## config.mk

```make
export PLATFORM = sky130hd
export DESIGN_NAME = lsusb_tx
export DESIGN_NICKNAME = d
export VERILOG_FILES = /design/src/rtl/lsusb_tx.sv
export SDC_FILE = /design/constraint.sdc
export NUM_CORES = 1
export LEC_CHECK = 0
export ABC_AREA = 1
export BUFFER_PORTS_ARGS = -buffer_cell sky130_fd_sc_hd__buf_2
export CORE_ASPECT_RATIO = 1.1
export CORE_UTILIZATION = 50
export CTS_CLUSTER_DIAMETER = 200
export DETAILED_ROUTE_END_ITERATION = 8
export GPL_TIMING_DRIVEN = 0
export PLACE_DENSITY = 0.68
export SYNTH_ARGS = -nofsm -noshare
export SYNTH_HDL_FRONTEND = slang
export SYNTH_SLANG_ARGS = --single-unit
```

## constraint.sdc

```tcl
create_clock -name clk -period 2.1 [get_ports clk]
set_input_delay 0.105 -clock clk [delete_from_list [all_inputs] [get_ports clk]]
set_output_delay 0.105 -clock clk [all_outputs]
set_load 0.01 [all_outputs]
```

## src/rtl/lsusb_tx.sv

```systemverilog
module lsusb_tx #(
  parameter int BIT_CLKS = 8,
  parameter int CNT_W    = 4
) (
  input  logic             clk,
  input  logic             rst_n,
  input  logic             start,
  input  logic [CNT_W-1:0] byte_cnt,
  output logic [CNT_W-1:0] rd_addr,
  input  logic [7:0]       rd_data,
  output logic             dp,
  output logic             dm,
  output logic             oe,
  output logic             done
);
  localparam int TW = $clog2(2 * BIT_CLKS);
  localparam logic [TW-1:0] CELL_END = TW'(BIT_CLKS - 1);
  localparam logic [TW-1:0] EOP_END  = TW'(2 * BIT_CLKS - 1);

  typedef enum logic [2:0] {S_IDLE, S_PREP, S_DATA, S_SE0, S_J} st_t;

  st_t             st;
  logic [TW-1:0]   tmr;
  logic [7:0]      sreg;
  logic [2:0]      bpos;
  logic [2:0]      ones;
  logic            stuff, more;
  logic [CNT_W-1:0] nb, idx;

  wire adv = (st == S_PREP) || (st == S_DATA && tmr == CELL_END);
  assign rd_addr = idx;

  always_ff @(posedge clk or negedge rst_n) begin
    if (!rst_n) begin
      st <= S_IDLE; tmr <= '0; sreg <= '0; bpos <= '0; ones <= '0;
      stuff <= 1'b0; more <= 1'b0; nb <= '0; idx <= '0;
      dp <= 1'b0; dm <= 1'b1; oe <= 1'b0; done <= 1'b0;
    end else begin
      done <= 1'b0;
      case (st)
        S_IDLE: if (start) begin
          st <= S_PREP; nb <= byte_cnt; idx <= '0; sreg <= 8'h80;
          bpos <= '0; ones <= '0; stuff <= 1'b0; more <= 1'b1;
          dp <= 1'b0; dm <= 1'b1;
        end
        S_SE0: begin
          tmr <= tmr + 1'b1;
          if (tmr == EOP_END) begin st <= S_J; dm <= 1'b1; tmr <= '0; end
        end
        S_J: begin
          tmr <= tmr + 1'b1;
          if (tmr == CELL_END) begin st <= S_IDLE; oe <= 1'b0; done <= 1'b1; tmr <= '0; end
        end
        default: begin
          tmr <= tmr + 1'b1;
          if (adv) begin
            tmr <= '0;
            oe  <= 1'b1;
            if (stuff) begin
              dp <= ~dp; dm <= dp; stuff <= 1'b0; ones <= '0;
            end else if (more) begin
              st <= S_DATA;
              if (!sreg[0]) begin dp <= ~dp; dm <= dp; end
              ones  <= sreg[0] ? ones + 1'b1 : '0;
              stuff <= sreg[0] && ones == 3'd5;
              if (bpos == 3'd7) begin
                bpos <= '0;
                if (idx != nb) begin sreg <= rd_data; idx <= idx + 1'b1; end
                else more <= 1'b0;
              end else begin
                bpos <= bpos + 1'b1; sreg <= sreg >> 1;
              end
            end else begin
              st <= S_SE0; dp <= 1'b0; dm <= 1'b0;
            end
          end
        end
      endcase
    end
  end

  a_r1_j_before_enable: assert property (@(posedge clk) disable iff (!rst_n)
    $rose(oe) |-> $past(!dp && dm));
  a_r2_enable_follows_prep: assert property (@(posedge clk) disable iff (!rst_n)
    (st == S_PREP) |=> oe);
  a_r4_pair_complementary: assert property (@(posedge clk) disable iff (!rst_n)
    (st == S_DATA) |-> (dm == !dp));
  a_r6_cell_steady: assert property (@(posedge clk) disable iff (!rst_n)
    (st == S_DATA && tmr != '0) |-> ($stable(dp) && $stable(dm)));
  a_r7_release_from_j: assert property (@(posedge clk) disable iff (!rst_n)
    $fell(oe) |-> $past(oe && !dp && dm));
  a_r8_done_single: assert property (@(posedge clk) disable iff (!rst_n)
    done |=> !done);
  a_r8_done_at_release: assert property (@(posedge clk) disable iff (!rst_n)
    $fell(oe) |-> done);
  a_r9_busy_start_ignored: assert property (@(posedge clk) disable iff (!rst_n)
    (st != S_IDLE && start) |=> (st != S_PREP));
endmodule

```

==> Word-level counts from Yosys, hierarchy flattened <==
Index checks and enable logic that the tools add are counted.
{ "word_totals": {"ff_bits": 35, "in_bits": 15, "output_inout_bits": 8, "elab_cells": 127} }
{ "op_classes": {"mux": 64, "n_reduce_logical": 25, "addsub": 4, "eq_ne": 17, "n_bitwise": 4} }
{ "ops": {"columns": ["cell", "count"], "rows": [
  ["$mux 8", 6],
  ["$mux 3", 14],
  ["$mux 4", 9],
  ["$mux 1", 24],
  ["$pmux 8 s2", 1],
  ["$reduce_and 5->1", 3],
  ["$pmux 3 s2", 2],
  ["$pmux 4 s3", 1],
  ["$reduce_and 4->1", 3],
  ["$reduce_bool 2->1", 5],
  ["$eq 3x3->1 const B", 3],
  ["$pmux 3 s3", 1],
  ["$add 4x1->4 const B", 2],
  ["$pmux 1 s2", 4],
  ["$pmux 4 s2", 1],
  ["$reduce_and 7->1", 1],
  ["$add 3x1->3 const B", 2],
  ["$eq 3x2->1 const B", 2],
  ["$ne 2x2->1 const B", 3],
  ["$reduce_and 3->1", 2],
  ["$reduce_and 6->1", 1],
  ["$reduce_bool 3->1", 2],
  ["$ne 5x3->1 const B", 1],
  ["$eq 4x3->1 const B", 1],
  ["other kinds (15)", 20]
]} }

==> Depth between registers and ports, before layout <==
Gate-level depths: netlist (run 1).
{ "depth": {"depth_word": 7, "ltp_mapped": 10} }

==> Least setup slack after synthesis (run 1) <==
No wires, ideal clock.
{ "synth_timing": {"kind": "flip-flop to flip-flop", "start": "reg bpos[0]", "end": "reg idx[0], in the netlist rd_addr[0]", "path_stages_with_launch": 9, "t_required_ps": 1979, "synth_period_minus_slack_ps": 1534, "t_arrival_ps": 1414, "setup_slack_ps": 566, "cell_sequence": "dfrtp_1 -> ha_1 -> ha_1 -> buf_2 -> or2_1 -> nand2_2 -> nor2_8 -> nand2_1 -> nand2_1"} }
{ "synth_via": {"elab_chain_len": 3} }
{ "synth_rtl": {"columns": ["item", "line_no", "text"], "rows": [
  ["start, declared", "25", "logic [2:0] bpos;"],
  ["start signal, assigned", "71", "bpos <= bpos + 1'b1; sreg <= sreg >> 1;"],
  ["$eq 3x3->1", "66", "if (bpos == 3'd7) begin"],
  ["$reduce_bool 2->1 (no line)", null, null],
  ["$reduce_and 7->1 (no line)", null, null],
  ["end signal, assigned", "68", "if (idx != nb) begin sreg <= rd_data; idx <= idx + 1'b1; end"],
  ["end, declared", "28", "logic [CNT_W-1:0] nb, idx;"]
]} }
Every way passes these cells.
A chain may end at the register's enable or synchronous reset.

==> Worst setup path in the final report (run 1) <==
{ "layout_timing": {"start": "reg bpos[0]", "end": "reg sreg[6]"} }
{ "layout_via": {"elab_chain_len": 6, "word_cells_on_any_way": 8, "cone_classes": "eq/ne: 2; mux: 5; reduce/logical: 1"} }
{ "layout_rtl": {"columns": ["item", "line_no", "text"], "rows": [
  ["$eq 3x3->1 (*)", "66", null],
  ["$mux 8", "66", null],
  ["$mux 8", "61", "end else if (more) begin"],
  ["$mux 8", "59", "if (stuff) begin"],
  ["$mux 8", "56", "if (adv) begin"],
  ["$pmux 8 s2", "40", "case (st)"],
  ["end signal, assigned", "68", null],
  ["end signal, assigned", "71", null],
  ["end, declared", "24", "logic [7:0] sreg;"]
]} }
Mark *: on every way between the ends. The rest lies on a longest branch, timed or not. The select of a mux whose other input is x is not followed.

==> results.toml, run 1 <==
[synthesis]
syn_area_per_cell_sq_um = 7.713
synth_area_leaders = "dfrtp_1, nand2_1, inv_1"
seq_area_frac_synth_pct = 43.57
synth_top_cell_area_share_pct = 42.26
synth_top_area_cell = "dfrtp_1"
syn_nets = 282
syn_inst = 261
ys_seq_elements = 35
synthesis.area_sq_um = 2013
ys_types = 31
ys_warn_count = 0

[global_route]
grt_antenna_before_repair = 0
grt_pass1_wl_um = 6727
overflow = 0
grt_pass1_vias = 1520
grt_max_degree = 36
grt_use_total_pct = 20.38

[power_and_ir_drop]
pwr_density_cell_nw_per_um2 = 1390
power.leakage_nw = 1.230
peakVddDrop_v = 0.0006955

[setup_path]
end_kind = "register"
reg2reg_setup_slack_ps = 350
cp_data_required_time_ps = 2270
arrival_ps = 1930
crit_path_start_kind = "register"
rr_startpoint = "bpos[0]"
reg2reg_to = "sreg[6]"
crit_fanout = 10
rr_worst_depth = 8
critPathKind = "register to register"

[hold_path]
holdPathEnd = "nb[3]"
min_from = "byte_cnt[3]"
hold_depth = 2
min_path_type = "input port to register"

[floorplan]
coreArea_sq_um = 3741
die_area_sq_um = 4284
pin_count = 23
start_util_pct = 53.81
dieHeight_um = 68.55
fp.dieW_um = 62.50
rows = 23

[routing]
drt-initial-drc-count = 92
postRouteAntennaNets = 0
wl_per_cell_um = 11.47
drt_first_pass_iters = 4
drc = 0
viasPerCell = 4.965
routed_wl_um = 3923
vias = 1698

[placement]
placed_area_sq_um = 2186
gp_congestion = 0.8543
post-dp-hpwl_um = 2843
port_buffers = 22

[final_layout]
finalNetCount = 312
mostFrequentLayoutCells = "nand2_1, dfrtp_1, inv_1"
n_antenna_cell = 0
mostFrequentLayoutCell = "nand2_1"
area_delta_synth_final_pct = 13.61
drive_gt1_share_pct = 17.81
final_area_sq_um = 2287
fin_util_pct = 61.14

[run_status]
status = "completed"

[clock_network]
cts_tree = "done"
clk_pin_slew_ps = 70
clk_latency_ps = 290
clockBufferDepth = 2
cts_made_buffers = 5
cts_max_level = 2
cts.sinks = 35
cts_root_buf = "clkbuf_8"
cts.repair.resized = 0
cts_setup_buffers = 0

[sta]
setup_tns_ps = 0
finalSetupViolations = 0
finalHoldViolCount = 0
skew_ps = 10.06
final-max-slew-violation-count = 0
worst_pin_slew_ps = 790.1
max_freq_mhz = 570.5
timing.hold.ws_ps = 51.11
period_share_pct = 83.47
rsz0062_at_grt = "false"
fin_crit_ps = 1753
slew_headroom_pct = 47.32

[flow_run]
max_cap_viol_count = 0
critical path: stages (launching register included):
cell and delay (ps):
dfrtp_1 380, ha_1 170, ha_1 130, buf_2 200, clkbuf_1 380, nand2_1 100, o211ai_1 100, nand3b_1 120
nand2_1 60
worst max path at each step:
stage / from / slack [ps] / endpoint
floorplan: bpos[0] / 570 / rd_addr[0]
global route: bpos[0] / 180 / sreg[6]
finish: bpos[0] / 350 / sreg[6]
global placement: bpos[0] / 400 / sreg[6]
CTS: bpos[0] / 330 / sreg[6]
detailed placement: bpos[0] / 350 / sreg[6]
power breakdown:
part	internal [mW]	switching, mW	total, mW
Clock	0.265	0.240	0.505
Sequential	0.921	0.193	1.11
Combinational	0.560	1.00	1.56
kinds of logic (layout without fill, tap and decap cells):
family,count (synthesis),in the layout,share of synthesized area (%)
AOI/OAI and AO/OA,33,33,9.198
muxes,1,1,0.5593
DFF,35,35,43.57
xor gates and xnor gates,4,4,1.741
and+or+nand+nor,145,145,33.69
buffers and inverters,37,68,7.520
adders and majority gates,6,6,3.729
registers in the layout (all words and copies together) (netlist names), 3 cells and up:
name	cells
sreg	8
tmr	4
ones	3
nb	4
bpos	3
st	3
rd_addr	4
cells in the mapped netlist:
cell type	count
mux2_2	1
o21ai_0	9
nand2_4	2
xnor2_1	2
nand3b_1	7
nand3_2	1
a21oi_1	9
nor2_4	1
nand3_1	9
or2_1	1
inv_1	27
nor3_1	1
clkbuf_1	1
o211ai_1	8
nand4_4	1
inv_2	4
nand2_1	86
xor2_1	2
buf_6	1
o21ai_1	7
dfstp_2	1
nand2_2	3
or2_2	1
nor2_2	2
ha_1	6
nor2_8	1
nor2_1	23
nand4_1	5
dfrtp_1	34
buf_2	4
or2_0	1
metal layers:
layer  global-route usage, %  share of wire (%)  vias up
li1                        -                  -      892
met1                   23.98                 47      776
met2                   36.96                 50       28
met3                   4.934                2.8        2
met4                   6.977               0.59        0
met5                       0                  0        -
area by class of cell:
cell class / count / area, sq um
clock buffers: 7 / 86.33
plain buffers: 6 / 35.03
inverters: 31 / 116.4
clock inverters: 1 / 5.005
multi-input cells: 189 / 984.7
well taps: 50 / 62.56
fillers: 353 / 1454
repair buffers: 23 / 120.1
flip-flops and latches: 35 / 877.1
timing repair:
action	4_1_cts	5_1_grt
setup endpoints to repair	0	0
endpoints found under the hold margin	34	0
hold buffers	1	0
through the flow:
step | power [mW] | setup WS [ps] | instances
final | 3.178 | 347.2 | 342
after global routing | 3.519 | 180.9 | 342
after CTS | 3.208 | 326.5 | 342
after detailed placement | 2.689 | 349.3 | 333
after global placement | 2.661 | 395.7 | 333
after floorplan | 2.322 | 565.6 | 261
(Power assumes the default switching activity.)
==> run 2, diff against run 1 <==
Settings changed: PLACE_DENSITY 0.68 to 0.71.
Clock period 2.1 ns to 1.5 ns, I/O delays scaled along.
==> results.toml, run 2 (synthesis results as in run 1) <==
[sta]
period_share_pct = 100.4
skew_ps = 13.90
worst_pin_slew_ps = 792.2
timing.hold.ws_ps = 29.19
setup_tns_ps = -5.711
rsz0062_at_grt = "true"
finalHoldViolCount = 0
post-route-worst-setup-slack_ps = -5.711
slew_headroom_pct = 47.19
finalSetupViolations = 1
final-max-slew-violation-count = 0
fin_crit_ps = 1506
max_freq_mhz = 664.1

[placement]
post-dp-hpwl_um = 2829
placed_area_sq_um = 2195
port_buffers = 22
gp_congestion = 0.8314

[hold_path]
hold_depth = 3
min_from = "byte_cnt[0]"
holdPathEnd = "nb[0]"
min_path_type = "input port to register"

[floorplan]
fp.dieW_um = 62.50
pin_count = 23
start_util_pct = 53.81
die_area_sq_um = 4284
rows = 23
dieHeight_um = 68.55
coreArea_sq_um = 3741

[setup_path]
crit_fanout = 8
reg2reg_to = "rd_addr[0]"
arrival_ps = 1670
rr_startpoint = "bpos[0]"
cp_data_required_time_ps = 1660
reg2reg_setup_slack_ps = -6
rr_worst_depth = 7
crit_path_start_kind = "register"
critPathKind = "register to register"
end_kind = "register"

[routing]
vias = 1728
drt-initial-drc-count = 71
postRouteAntennaNets = 0
drc = 0
drt_first_pass_iters = 4
wl_per_cell_um = 11.91
routed_wl_um = 4143
viasPerCell = 4.966

[final_layout]
largest_reg_flops = 8
fillers = 324
mostFrequentLayoutCell = "nand2_1"
n_antenna_cell = 0
drive_gt1_share_pct = 27.52
seqCellArea_sq_um = 880.8
top_register = "sreg"
multiInputGateArea_sq_um = 1095
mostFrequentLayoutCells = "nand2_1, dfrtp_1, inv_1"
area_delta_synth_final_pct = 23.68
fin_util_pct = 66.56
finalNetCount = 318
final_area_sq_um = 2490

[power_and_ir_drop]
peakVddDrop_v = 0.001017
power.leakage_nw = 1.301
pwr_density_cell_nw_per_um2 = 2010
power_mw = 5.005

[global_route]
grt_max_degree = 36
overflow = 0
grt_pass1_vias = 1695
grt_pass1_wl_um = 7272
grt_util_met1_pct = 24.40
met2_usage_pct = 41.71
use_met3_pct = 5.592
top_usage_layer = "met2"
grt_antenna_before_repair = 0
grt_use_total_pct = 22.29

[clock_network]
cts_made_buffers = 5
cts_tree = "done"
clk_pin_slew_ps = 70
clk_latency_ps = 290
cts_max_level = 2
cts_root_buf = "clkbuf_8"
cts.sinks = 35
clockBufferDepth = 2

[flow_run]
max_cap_viol_count = 0

[run_status]
violations = "negative setup slack"
status = "complete, but fails checks"
## run 2: cell types whose count changed in the layout (fill, tap and decap cells not counted), sizes merged
cell  previous run  this run
buf             27        33
## run 2: per-layer routing
| metal | vias up | part of all wire [%] |
|---|---|---|
| met3 | 7 | 3.0 |
| met1 | 787 | 44 |
| met5 | - | 0 |
| met4 | 0 | 2.0 |
| li1 | 909 | - |
| met2 | 25 | 51 |
## run 2: metrics by stage
stage / worst slack [ps] / instances
after floorplan: 7.465 / 261
after global placement: -137.0 / 333
after detailed placement: -130.5 / 333
after CTS: 0.3580 / 346
after global routing: -86.56 / 348
final: -5.711 / 348
## run 2: worst max-delay path by stage
| stage | depth (start not counted) | slack (ps) | endpoint | start |
|---|---|---|---|---|
| 2_1_floorplan | 8 | 7 | rd_addr[0] | bpos[0] |
| 3_3_place_gp | 7 | -140 | sreg[5] | bpos[0] |
| 3_5_place_dp | 7 | -130 | sreg[5] | bpos[0] |
| 4_1_cts | 7 | 0.4 | rd_addr[1] | bpos[0] |
| 5_1_grt | 9 | -90 | rd_addr[2] | tmr[0] |
| 6_report | 7 | -6 | rd_addr[0] | bpos[0] |
## run 2: area by class of cell
type	instances	share of cell area (%)
Clock inverter	1	0.2010
Clock buffer	7	3.467
Inverter	31	4.774
Sequential cell	35	35.38
Timing Repair Buffer	30	7.839
Buffer	5	1.859
Multi-Input combinational cell	189	43.97
Tap cell	50	2.513
## run 2: power breakdown
| group | internal (mW) | switching, mW | total (mW) |
|---|---|---|---|
| clock | 0.370 | 0.325 | 0.696 |
| combinational | 1.11 | 1.61 | 2.72 |
| sequential | 1.30 | 0.294 | 1.59 |
## run 2: what timing repair did
item	CTS	global route
endpoints found under the setup margin	25	27
endpoints found under the hold margin	34	0
pin swaps	3	7
cloned	1	0
setup buffers	4	2
hold buffers	1	0
gates resized for setup	13	23
## run 2: worst max-delay path, stage by stage, from the launching register on
cell and delay, ps:
dfrtp_1 400, ha_2 210, ha_4 200, or2_4 270, nand2_4 130, nor2_8 60
nand2_1 60, nand2_1 60
==> run 3, diff against run 2 <==
Settings changed: ABC_AREA 1 to unset.
==> results.toml, run 3 <==
[routing]
drt_first_pass_iters = 4
routed_wl_um = 6580
wl_per_cell_um = 20.56
viasPerCell = 6.056
drt-initial-drc-count = 129
vias = 1938
drc = 0
postRouteAntennaNets = 0

[synthesis]
synth_top_area_cell = "dfrtp_1"
synth.most_common_cell = "dfrtp_1"
synthesis.area_sq_um = 2021
synth_top_cell_area_share_pct = 42.11
syn_area_per_cell_sq_um = 10.26
syn_nets = 218
synth_common_cells = "dfrtp_1, nand2_1, nor2_1"
ys_seq_elements = 35
syn_inst = 197
synthArstFlopShare_pct = 100.0
synth-edff-count = 0
ys_warn_count = 0
synth_area_leaders = "dfrtp_1, mux2_4, mux2i_1"
ys_types = 49
dominantRegCellSynth = "dfrtp_1"
seq_area_frac_synth_pct = 43.41

[placement]
gp_congestion = 0.8564
post-dp-hpwl_um = 3060
port_buffers = 22

[final_layout]
top_register = "sreg"
largest_reg_flops = 8
area_delta_synth_final_pct = 51.70
n_antenna_cell = 0
mostFrequentLayoutCells = "buf_4, dfrtp_1, buf_2"
finalNetCount = 290
drive_gt1_share_pct = 51.48
mostFrequentLayoutCell = "buf_4"
fin_util_pct = 81.94

[sta]
rsz0062_at_grt = "true"
finalSetupViolations = 32
max_freq_mhz = 536.6
post-route-worst-setup-slack_ps = -363.6
skew_ps = 7.489
fin_crit_ps = 1864
period_share_pct = 124.2
worst_pin_slew_ps = 803.2
setup_tns_ps = -7052
finalHoldViolCount = 0
slew_headroom_pct = 46.45
final-max-slew-violation-count = 0
timing.hold.ws_ps = 12.05

[global_route]
grt_pass1_wl_um = 8556
overflow = 0
grt_pass1_vias = 1754
grt_use_total_pct = 26.97
grt_max_degree = 36
grt_antenna_before_repair = 0

[clock_network]
clk_pin_slew_ps = 80
cts_root_buf = "clkbuf_8"
cts_max_level = 2
clockBufferDepth = 2
clk_latency_ps = 300
cts_made_buffers = 5
cts.sinks = 35
cts_tree = "done"

[setup_path]
crit_fanout = 8
end_kind = "register"
arrival_ps = 2040
crit_path_start_kind = "register"
cp_data_required_time_ps = 1680
critPathKind = "register to register"

[flow_run]
max_cap_viol_count = 0

[power_and_ir_drop]
pwr_density_cell_nw_per_um2 = 2107
peakVddDrop_v = 0.001269
power_mw = 6.459
power.leakage_nw = 1.352

[floorplan]
coreArea_sq_um = 3741
start_util_pct = 54.01
rows = 23
fp.dieW_um = 62.62
die_area_sq_um = 4300
dieHeight_um = 68.68
pin_count = 23

[run_status]
violations = "negative setup slack"
status = "complete, but fails checks"

[hold_path]
min_path_type = "input port to register"
-- run 3: repair_timing --
item / 4_1_cts / 5_1_grt
cloned: 2 / 0
pin swaps: 23 / 16
hold buffers: 1 / 0
endpoints found under the hold margin: 34 / 0
setup endpoints to repair: 31 / 33
buffers inserted: 27 / 17
resized for setup: 37 / 28
-- run 3: final cells by class --
type	instances	area (sq um)
multi-input combinational	141	1344
sequential	35	884.6
buffer	10	107.6
fill	207	675.6
tap	50	62.56
clock buffer	6	72.57
timing repair buffer	66	496.7
inverter	10	37.54
clock inverter	2	60.06
-- run 3: worst paths after layout --
check | startpoint | endpoint | slack [ps] | cells past startpoint
hold / removal | byte_cnt[0] | nb[0] | 10 | 2
hold reg to reg | ones[2] | ones[2] | 500 | 1
setup / recovery | st[0] | sreg[1] | -360 | 6
setup reg to reg | st[0] | sreg[1] | -360 | 6
min in group asynchronous | rst_n | rd_addr[1] | 400 | 2
max in group asynchronous | rst_n | more | 540 | 2
-- run 3: stage by stage --
| step | cells | setup slack [ps] | area [sq um] |
|---|---|---|---|
| 6_report | 320 | -363.6 | 3065 |
| 5_1_grt | 320 | -398.8 | 3065 |
| 4_1_cts | 306 | -263.6 | 2808 |
| 3_5_place_dp | 269 | -487.6 | 2276 |
| 3_3_place_gp | 269 | -458.3 | 2276 |
| 2_1_floorplan | 197 | -342.8 | 2103 |
-- run 3: layer usage --
metal / GRT usage (%) / wire, um
met5: 0 / 0
met4: 14.24 / 223
met3: 5.592 / 475
met2: 49.05 / 3411
met1: 30.40 / 2469
-- run 3: kinds of logic (layout without fill, tap and decap cells) --
logic type               Yosys count  count (layout)  synth area share, %
AO/OA/AOI/OAI                     46              46                16.04
XOR/XNOR                           6               6                2.601
adder cells (fa/ha/maj)            6               6                3.715
buffers and inverters             21              94                5.325
flip-flops                        35              35                43.41
multiplexers                      20              20                11.95
AND/OR/NAND/NOR                   63              63                16.97
-- run 3: critical path, cell delays in order, from the launching register on --
cell and delay (ps):
dfrtp_2 460, nor2_2 250, nand2_1 180, a31oi_4 220
o21a_1 160, buf_6 160, mux2_4 310
-- run 3: where the power goes --
| group | internal, mW | switching (mW) | leakage (nW) |
|---|---|---|---|
| Sequential | 1.30 | 0.332 | 0.434 |
| Combinational | 1.91 | 1.87 | 0.852 |
| Clock | 0.665 | 0.373 | 0.0654 |
| Total | 3.88 | 2.58 | 1.35 |
